`src/rtl/alsu_pkg.sv`:
```
package alsu_pkg;
  typedef enum logic [1:0] {
    CLS_ARITH = 2'b00,
    CLS_LOGIC = 2'b01,
    CLS_SHR   = 2'b10,
    CLS_SHL   = 2'b11
  } alsu_cls_e;

  typedef enum logic [1:0] {
    YSRC_ZERO = 2'b00,
    YSRC_B    = 2'b01,
    YSRC_NOTB = 2'b10,
    YSRC_ONES = 2'b11
  } alsu_ysrc_e;

  typedef enum logic [1:0] {
    LOP_AND = 2'b00,
    LOP_OR  = 2'b01,
    LOP_XOR = 2'b10,
    LOP_NOT = 2'b11
  } alsu_lop_e;
endpackage

```
`src/rtl/alsu_arith.sv`:
```
module alsu_arith
  import alsu_pkg::*;
#(
  parameter int N = 8
) (
  input  logic [N-1:0] a,
  input  logic [N-1:0] b,
  input  alsu_ysrc_e   ysrc,
  input  logic         cin,
  output logic [N-1:0] sum,
  output logic         cout
);
  logic [N:0] carry;
  assign carry[0] = cin;

  for (genvar i = 0; i < N; i++) begin : g_stage
    logic y_bit;
    always_comb begin
      unique case (ysrc)
        YSRC_ZERO: y_bit = 1'b0;
        YSRC_B:    y_bit = b[i];
        YSRC_NOTB: y_bit = ~b[i];
        default:   y_bit = 1'b1;
      endcase
    end
    assign sum[i]     = a[i] ^ y_bit ^ carry[i];
    assign carry[i+1] = (a[i] & y_bit) | (carry[i] & (a[i] ^ y_bit));
  end

  assign cout = carry[N];
endmodule

```
`src/rtl/alsu_logic.sv`:
```
module alsu_logic
  import alsu_pkg::*;
#(
  parameter int N = 8
) (
  input  logic [N-1:0] a,
  input  logic [N-1:0] b,
  input  alsu_lop_e    op,
  output logic [N-1:0] res
);
  for (genvar i = 0; i < N; i++) begin : g_bit
    always_comb begin
      unique case (op)
        LOP_AND: res[i] = a[i] & b[i];
        LOP_OR:  res[i] = a[i] | b[i];
        LOP_XOR: res[i] = a[i] ^ b[i];
        default: res[i] = ~a[i];
      endcase
    end
  end
endmodule

```
`src/rtl/alsu_outmux.sv`:
```
module alsu_outmux
  import alsu_pkg::*;
#(
  parameter int N = 8
) (
  input  alsu_cls_e    cls,
  input  logic [N-1:0] a,
  input  logic [N-1:0] arith,
  input  logic [N-1:0] logic_r,
  input  logic         ser_msb_in,
  input  logic         ser_lsb_in,
  output logic [N-1:0] f
);
  localparam int EW = N + 2;
  logic [EW-1:0] ext;
  assign ext = {ser_msb_in, a, ser_lsb_in};

  for (genvar i = 0; i < N; i++) begin : g_bit
    always_comb begin
      unique case (cls)
        CLS_ARITH: f[i] = arith[i];
        CLS_LOGIC: f[i] = logic_r[i];
        CLS_SHR:   f[i] = ext[i+2];
        default:   f[i] = ext[i];
      endcase
    end
  end
endmodule

```
`src/rtl/alsu_top.sv`:
```
module alsu_top
  import alsu_pkg::*;
#(
  parameter int N = 8
) (
  input  logic         clk,
  input  logic         rst,
  input  logic         ld_en,
  input  logic [N-1:0] a,
  input  logic [N-1:0] b,
  input  logic [3:0]   sel,
  input  logic         cin,
  input  logic         ser_msb_in,
  input  logic         ser_lsb_in,
  output logic [N-1:0] f,
  output logic         cout,
  output logic [N-1:0] dst_q
);
  alsu_cls_e  cls;
  logic [N-1:0] arith_sum;
  logic [N-1:0] logic_res;
  logic         arith_cout;

  assign cls = alsu_cls_e'(sel[3:2]);

  alsu_arith #(.N(N)) u_arith (
    .a    (a),
    .b    (b),
    .ysrc (alsu_ysrc_e'(sel[1:0])),
    .cin  (cin),
    .sum  (arith_sum),
    .cout (arith_cout)
  );

  alsu_logic #(.N(N)) u_logic (
    .a   (a),
    .b   (b),
    .op  (alsu_lop_e'(sel[1:0])),
    .res (logic_res)
  );

  alsu_outmux #(.N(N)) u_mux (
    .cls        (cls),
    .a          (a),
    .arith      (arith_sum),
    .logic_r    (logic_res),
    .ser_msb_in (ser_msb_in),
    .ser_lsb_in (ser_lsb_in),
    .f          (f)
  );

  assign cout = (cls == CLS_ARITH) ? arith_cout : 1'b0;

  always_ff @(posedge clk) begin
    if (rst)        dst_q <= '0;
    else if (ld_en) dst_q <= f;
  end
endmodule

```
`config.mk`:
```
export PLATFORM = sky130hd
export DESIGN_NAME = alsu_top
export DESIGN_NICKNAME = d
export VERILOG_FILES = /design/src/rtl/alsu_pkg.sv /design/src/rtl/alsu_arith.sv /design/src/rtl/alsu_logic.sv /design/src/rtl/alsu_outmux.sv /design/src/rtl/alsu_top.sv
export SDC_FILE = /design/constraint.sdc
export NUM_CORES = 1
export LEC_CHECK = 0
export ABC_AREA = 1
export BUFFER_PORTS_ARGS = -buffer_cell sky130_fd_sc_hd__buf_2
export CORE_ASPECT_RATIO = 1.5
export CORE_MARGIN = 2
export CORE_UTILIZATION = 56
export DETAILED_ROUTE_END_ITERATION = 10
export GPL_ROUTABILITY_DRIVEN = 0
export HOLD_SLACK_MARGIN = 0.15
export MAX_ROUTING_LAYER = met4
export PLACE_DENSITY_LB_ADDON = 0.1
export SLEW_MARGIN = 20
export SYNTH_ARGS = -nofsm -noshare
export SYNTH_HDL_FRONTEND = slang
export SYNTH_SLANG_ARGS = --single-unit
```
`constraint.sdc`:
```
create_clock -name clk -period 17.5 [get_ports clk]
set_clock_uncertainty 0.2 [all_clocks]
set_input_delay 3.5 -clock clk [delete_from_list [all_inputs] [get_ports clk]]
set_output_delay 3.5 -clock clk [all_outputs]
set_load 0.005 [all_outputs]
```
### Word level (Yosys, flattened, before mapping)

Cells that the tools add are included.
Widths: inputs -> output; s select.

* flip-flop bits (word level): 8
* input port bits: 26
* logic and storage cells: 112

* eq/ne operators: 4
* reductions and logical operators: 2
* bitwise operators: 80
* muxes and demuxes: 25

Operators with widths (number)
* $pmux 1 s3: 24
* $and 1x1->1: 24
* $xor 1x1->1: 24
* $not 1->1: 16
* $or 1x1->1: 16
* $eq 2x1->1 const B: 2
* $eq 2x2->1 const B: 2
* $logic_not 2->1: 2
* $mux 1: 1

### Logic depth before layout (Yosys ltp)

* depth after elaboration: 20
* mapped depth: 19
* gate-level depth less buffers: 18

### By module

A second synthesis with hierarchy kept.

* cells, all modules: 235
* area, all modules: 1495.2 µm²

Modules (own cells, without submodules)
* alsu_logic: area each 560.5 µm², cells an instance 86, seq. area each 0.0 µm², instances 1
* alsu_top: area each 349.1 µm², cells an instance 52, seq. area each 160.2 µm², instances 1
* alsu_arith: area each 317.8 µm², cells an instance 50, seq. area each 0.0 µm², instances 1
* alsu_outmux: area each 267.8 µm², cells an instance 47, seq. area each 0.0 µm², instances 1

### Least setup slack after synthesis

Ideal clock, no wire load.

* kind: input -> output
* start: input port sel[0]
* end: output port f[7]
* path slack: 6877 ps
* arrival: 6923 ps
* path buffers: 1
* stages: 19
* required time: 13800 ps
* cells stage by stage: buf_2 -> inv_1 -> nand2_1 -> o21ai_0 -> fa_1 -> fa_1 -> fa_1 -> fa_1 -> inv_1 -> fa_1 -> fa_1 -> inv_1 -> fa_1 -> inv_1 -> fa_1 -> a21oi_1 -> nand2_1 -> nand2_1 -> inv_1

* word-level cells in the longest chain between the ends: 19

RTL lines
* from (decl): RTL line alsu_top.sv:11 `input logic [3:0] sel,`
* $eq 2x2->1 (tied with other cells): RTL line alsu_arith.sv:19, alsu_logic.sv:13
* $pmux 1 s3: RTL line alsu_arith.sv:19 `unique case (ysrc)`
* $xor 1x1->1: RTL line alsu_arith.sv:27 `assign carry[i+1] = (a[i] & y_bit) | (carry[i] & (a[i] ^ y_bit));`
* $and 1x1->1: RTL line alsu_arith.sv:27
* $or 1x1->1: RTL line alsu_arith.sv:27
* $and 1x1->1: RTL line alsu_arith.sv:27
* $or 1x1->1: RTL line alsu_arith.sv:27
* $and 1x1->1: RTL line alsu_arith.sv:27
* (+3 left out)
* $and 1x1->1: RTL line alsu_arith.sv:27
* $or 1x1->1: RTL line alsu_arith.sv:27
* $and 1x1->1: RTL line alsu_arith.sv:27
* $or 1x1->1: RTL line alsu_arith.sv:27
* $and 1x1->1: RTL line alsu_arith.sv:27
* $or 1x1->1: RTL line alsu_arith.sv:27
* $xor 1x1->1: RTL line alsu_arith.sv:26 `assign sum[i] = a[i] ^ y_bit ^ carry[i];`
* $pmux 1 s3 *: RTL line alsu_outmux.sv:20 `unique case (cls)`
* to (decl): RTL line alsu_top.sv:15 `output logic [N-1:0] f,`

Mark *: on every way between the ends. The rest lies on a longest branch, timed or not.

### Worst setup path in the final report

Same ends and word-level chain as after synthesis.

==> metrics list <==
- The flow ran to the end, and the final reports show no timing, DRC or antenna violations.
- The area growth from synthesis to layout is 16.9%.
* Proportion of layout cells with a drive suffix above 1: 24.9%
- Counting I/O delays and the setup requirement, the final critical path takes 11.12 ns.
- STA puts the critical path data required time at 13.80 ns.
- The floorplan step defined a core boundary enclosing 2420 sq um.
- For this run, the total global-route usage over all layers was measured as between 20% and 30%.
- The number of max-slew violations in the final report is 0.
- Antenna violations before repair: 0
- Clock transition at the registers of the reported paths: 0.05 ns
- Global routing finished with a remaining overflow of 0.
- X dimension of the die: 45.0 um
- STA classifies the critical path endpoint as a primary output.
- Maximum clock path buffer count: 2
- TritonCTS clock tree: built
- Synth Cell Area: between 1000 and 1500 sq um
* Clk Latency, worst-skew pair: about 0.24 ns
* Total inserted antenna cells: 0
- For this run, the slowest stage of the critical path takes 0.40 ns.
- By startpoint and endpoint, the worst setup path is classified as in -> out.
- STA classifies the critical path startpoint as a primary input.
- Total power: ~71 uW
- Highest net fanout along the worst path: 22
* Final Setup Violations: 0
- STA puts the critical path data arrival time at roughly 7.4 ns.
- For this design the static power due to leakage is 0.000992 uW.
- The register with the most flip-flops in the layout has 8 of them.
- Buffer count from post-CTS setup fixing: 0
* Number of levels the H-tree was split into: 1
* Port bufs: 42
- At the pin with the least slew margin, the transition time is around 0.35 ns.
* CP top delay family: adder cells
* Num rows: 22
- VDD sags by at most approximately 0.000020 V.
- The synthesized design contains 8 register bits.
- Max-cap violations in this run came to 0.
- Final Hold Fails: 0
- Setup repair after global routing left no endpoint under its margin.
- The wire-length estimate of the detail-placed layout is ~2500 um.
- In this run the remaining antenna-violating nets after routing total 0.
* Clock Sink Count: 8
* Synthesized instance count: around 230
- The tightest min-delay check is of the reg -> reg type.
- After detailed routing, the total wire length is roughly 3000 um.
- Timing would allow up to approximately 90 MHz.
* Global-route wire length before repair: 5180 um
- Dividing the final minimum period by the clock period gives a little under two thirds.
- Traced cell by cell, the critical path runs through buf_2 -> inv_1 -> nand2_1 -> o21ai_0 -> fa_1 -> fa_1 -> fa_1 -> fa_1 -> inv_1 -> fa_1 -> fa_1 -> inv_1 -> fa_1 -> inv_1 -> fa_1 -> a21oi_1 -> nand2_1 -> nand2_1 -> inv_1 -> buf_2.
- The die covers a little under 3000 sq um.
* Initial cell density of the core: between 50% and 60%
- DR vias/cell: between 5 and 6
* Worst hold slack after final layout: approximately 0.32 ns
- Buffers inserted during clock tree synthesis total 3.
* Number of detailed-routing iterations run before antenna repair: 4
- Mean area per synthesized cell: between 6 and 7 sq um
- The routed layout has 1,457 vias.
- After synthesis, flip-flops and latches occupy 11.4% of the total area.
- Netlist cell types: 19
- The tree is rooted in a clkbuf_4.
* Synth warn: 0
- Fill cell instance count of the final layout: 239
* Slowest cell on the critical path: fa_1
* Crit-path most repeated cell: fa_1
* Post-cts hold buffer count: 0
- Adding up every negative setup slack in the final design gives 0 ns.
- When the netlist entered floorplanning its net count stood at 275.
- Total buffers and inverters traversed by the critical path: 7
- Largest net degree at the start of global routing: 23
- dst_q holds more flip-flops than any other register.
- Via count of the first global-routing pass: 1,306
- In this run the tightest slew margin relative to its limit is approximately three quarters.
- Final layout net count: ~320
* Biggest registers after layout: dst_q: 8 flops
- During I/O placement, the number of pins put on the boundary was 43.
* Remaining design rule violation count: 0
- Resize count post-CTS: 0
- Cell Pwr Density: between 40 and 50 nW/um^2
* Post-detailed-route wirelength per cell: 10.1 um
- The detailed router finished its first iteration with 40 violations.
- The die is between 60 and 70 um tall.
==> final timing paths <==
kind	end	from	cells past startpoint	slack, ns
worst max-delay path	f[7]	sel[0]	20	6.38
worst min-delay path	dst_q[3]$_SDFFE_PP0P_	dst_q[3]$_SDFFE_PP0P_	2	0.32
worst max register to register	dst_q[0]$_SDFFE_PP0P_	dst_q[0]$_SDFFE_PP0P_	2	16.64
worst min register to register	dst_q[3]$_SDFFE_PP0P_	dst_q[3]$_SDFFE_PP0P_	2	0.32
==> layout by cell type, fill, tap and decap left out, drive strengths merged, types with 3 or more instances in the layout <==
master / instances
a21oi: 16
buf: 42
clkbuf: 3
dfxtp: 8
fa: 8
ha: 16
inv: 53
nand2: 50
nand3: 16
nor2: 20
o21ai: 32
==> synthesized netlist by cell type, drive strengths merged <==
master / count / area share [%]
fa: 8 / 11
nand3: 16 / 5.7
buf: 5 / 1.8
or2: 1 / 0.44
inv: 53 / 14
ha: 16 / 14
dfxtp: 8 / 11
nor2: 20 / 6.7
o21ai: 32 / 11
a21oi: 16 / 7.8
nand2: 50 / 15
==> kinds of logic (layout without fill, tap and decap cells) <==
logic type	Yosys count	count (layout)	share of synthesized area, %
simple gates	87	87	27.9
buf+inv	58	98	16.1
compound gates	48	48	19.2
fa+ha+maj	24	24	25.6
flops	8	8	11.4
==> where the power goes <==
part	total, uW	switching (uW)	internal (uW)
Combinational	37.7	22.5	15.2
Sequential	20.3	0.522	19.8
Clock	13.3	5.47	7.79
Total	71.2	28.5	42.7
==> layer usage <==
metal | part of all wire [%] | GRT usage, % | vias up
li1 | - | - | 775
met3 | 5.3 | 2.47 | 4
met2 | 51 | 41.4 | 44
met1 | 43 | 26.7 | 634
met5 | 0 | - | -
met4 | 0.75 | 5.51 | 0
==> through the flow <==
stage	instances	worst slack, ns	cell area [sq um]	utilization, %
6_report	289	6.38	1650	68.0
2_1_floorplan	225	6.88	1410	-
4_1_cts	289	6.35	1650	68.0
5_1_grt	289	6.10	1650	68.0
3_3_place_gp	286	6.45	1630	67.1
3_5_place_dp	286	6.35	1630	67.1
==> worst min-delay path, stage by stage, from the launching register on <==
cell and delay (ns):
dfxtp_1 0.31, o21ai_0 0.08, a21oi_2 0.09
==> area by class of cell <==
type | instances | area, sq um | area share (%)
clock buffer | 3 | 22.5 | 1.37
inverter | 53 | 201 | 12.2
multi-input combinational | 159 | 1020 | 62.1
sequential | 8 | 160 | 9.72
tap | 24 | 30.0 | 1.82
timing repair buffer | 42 | 210 | 12.8
No activity file was read; power rests on OpenSTA's default activity.
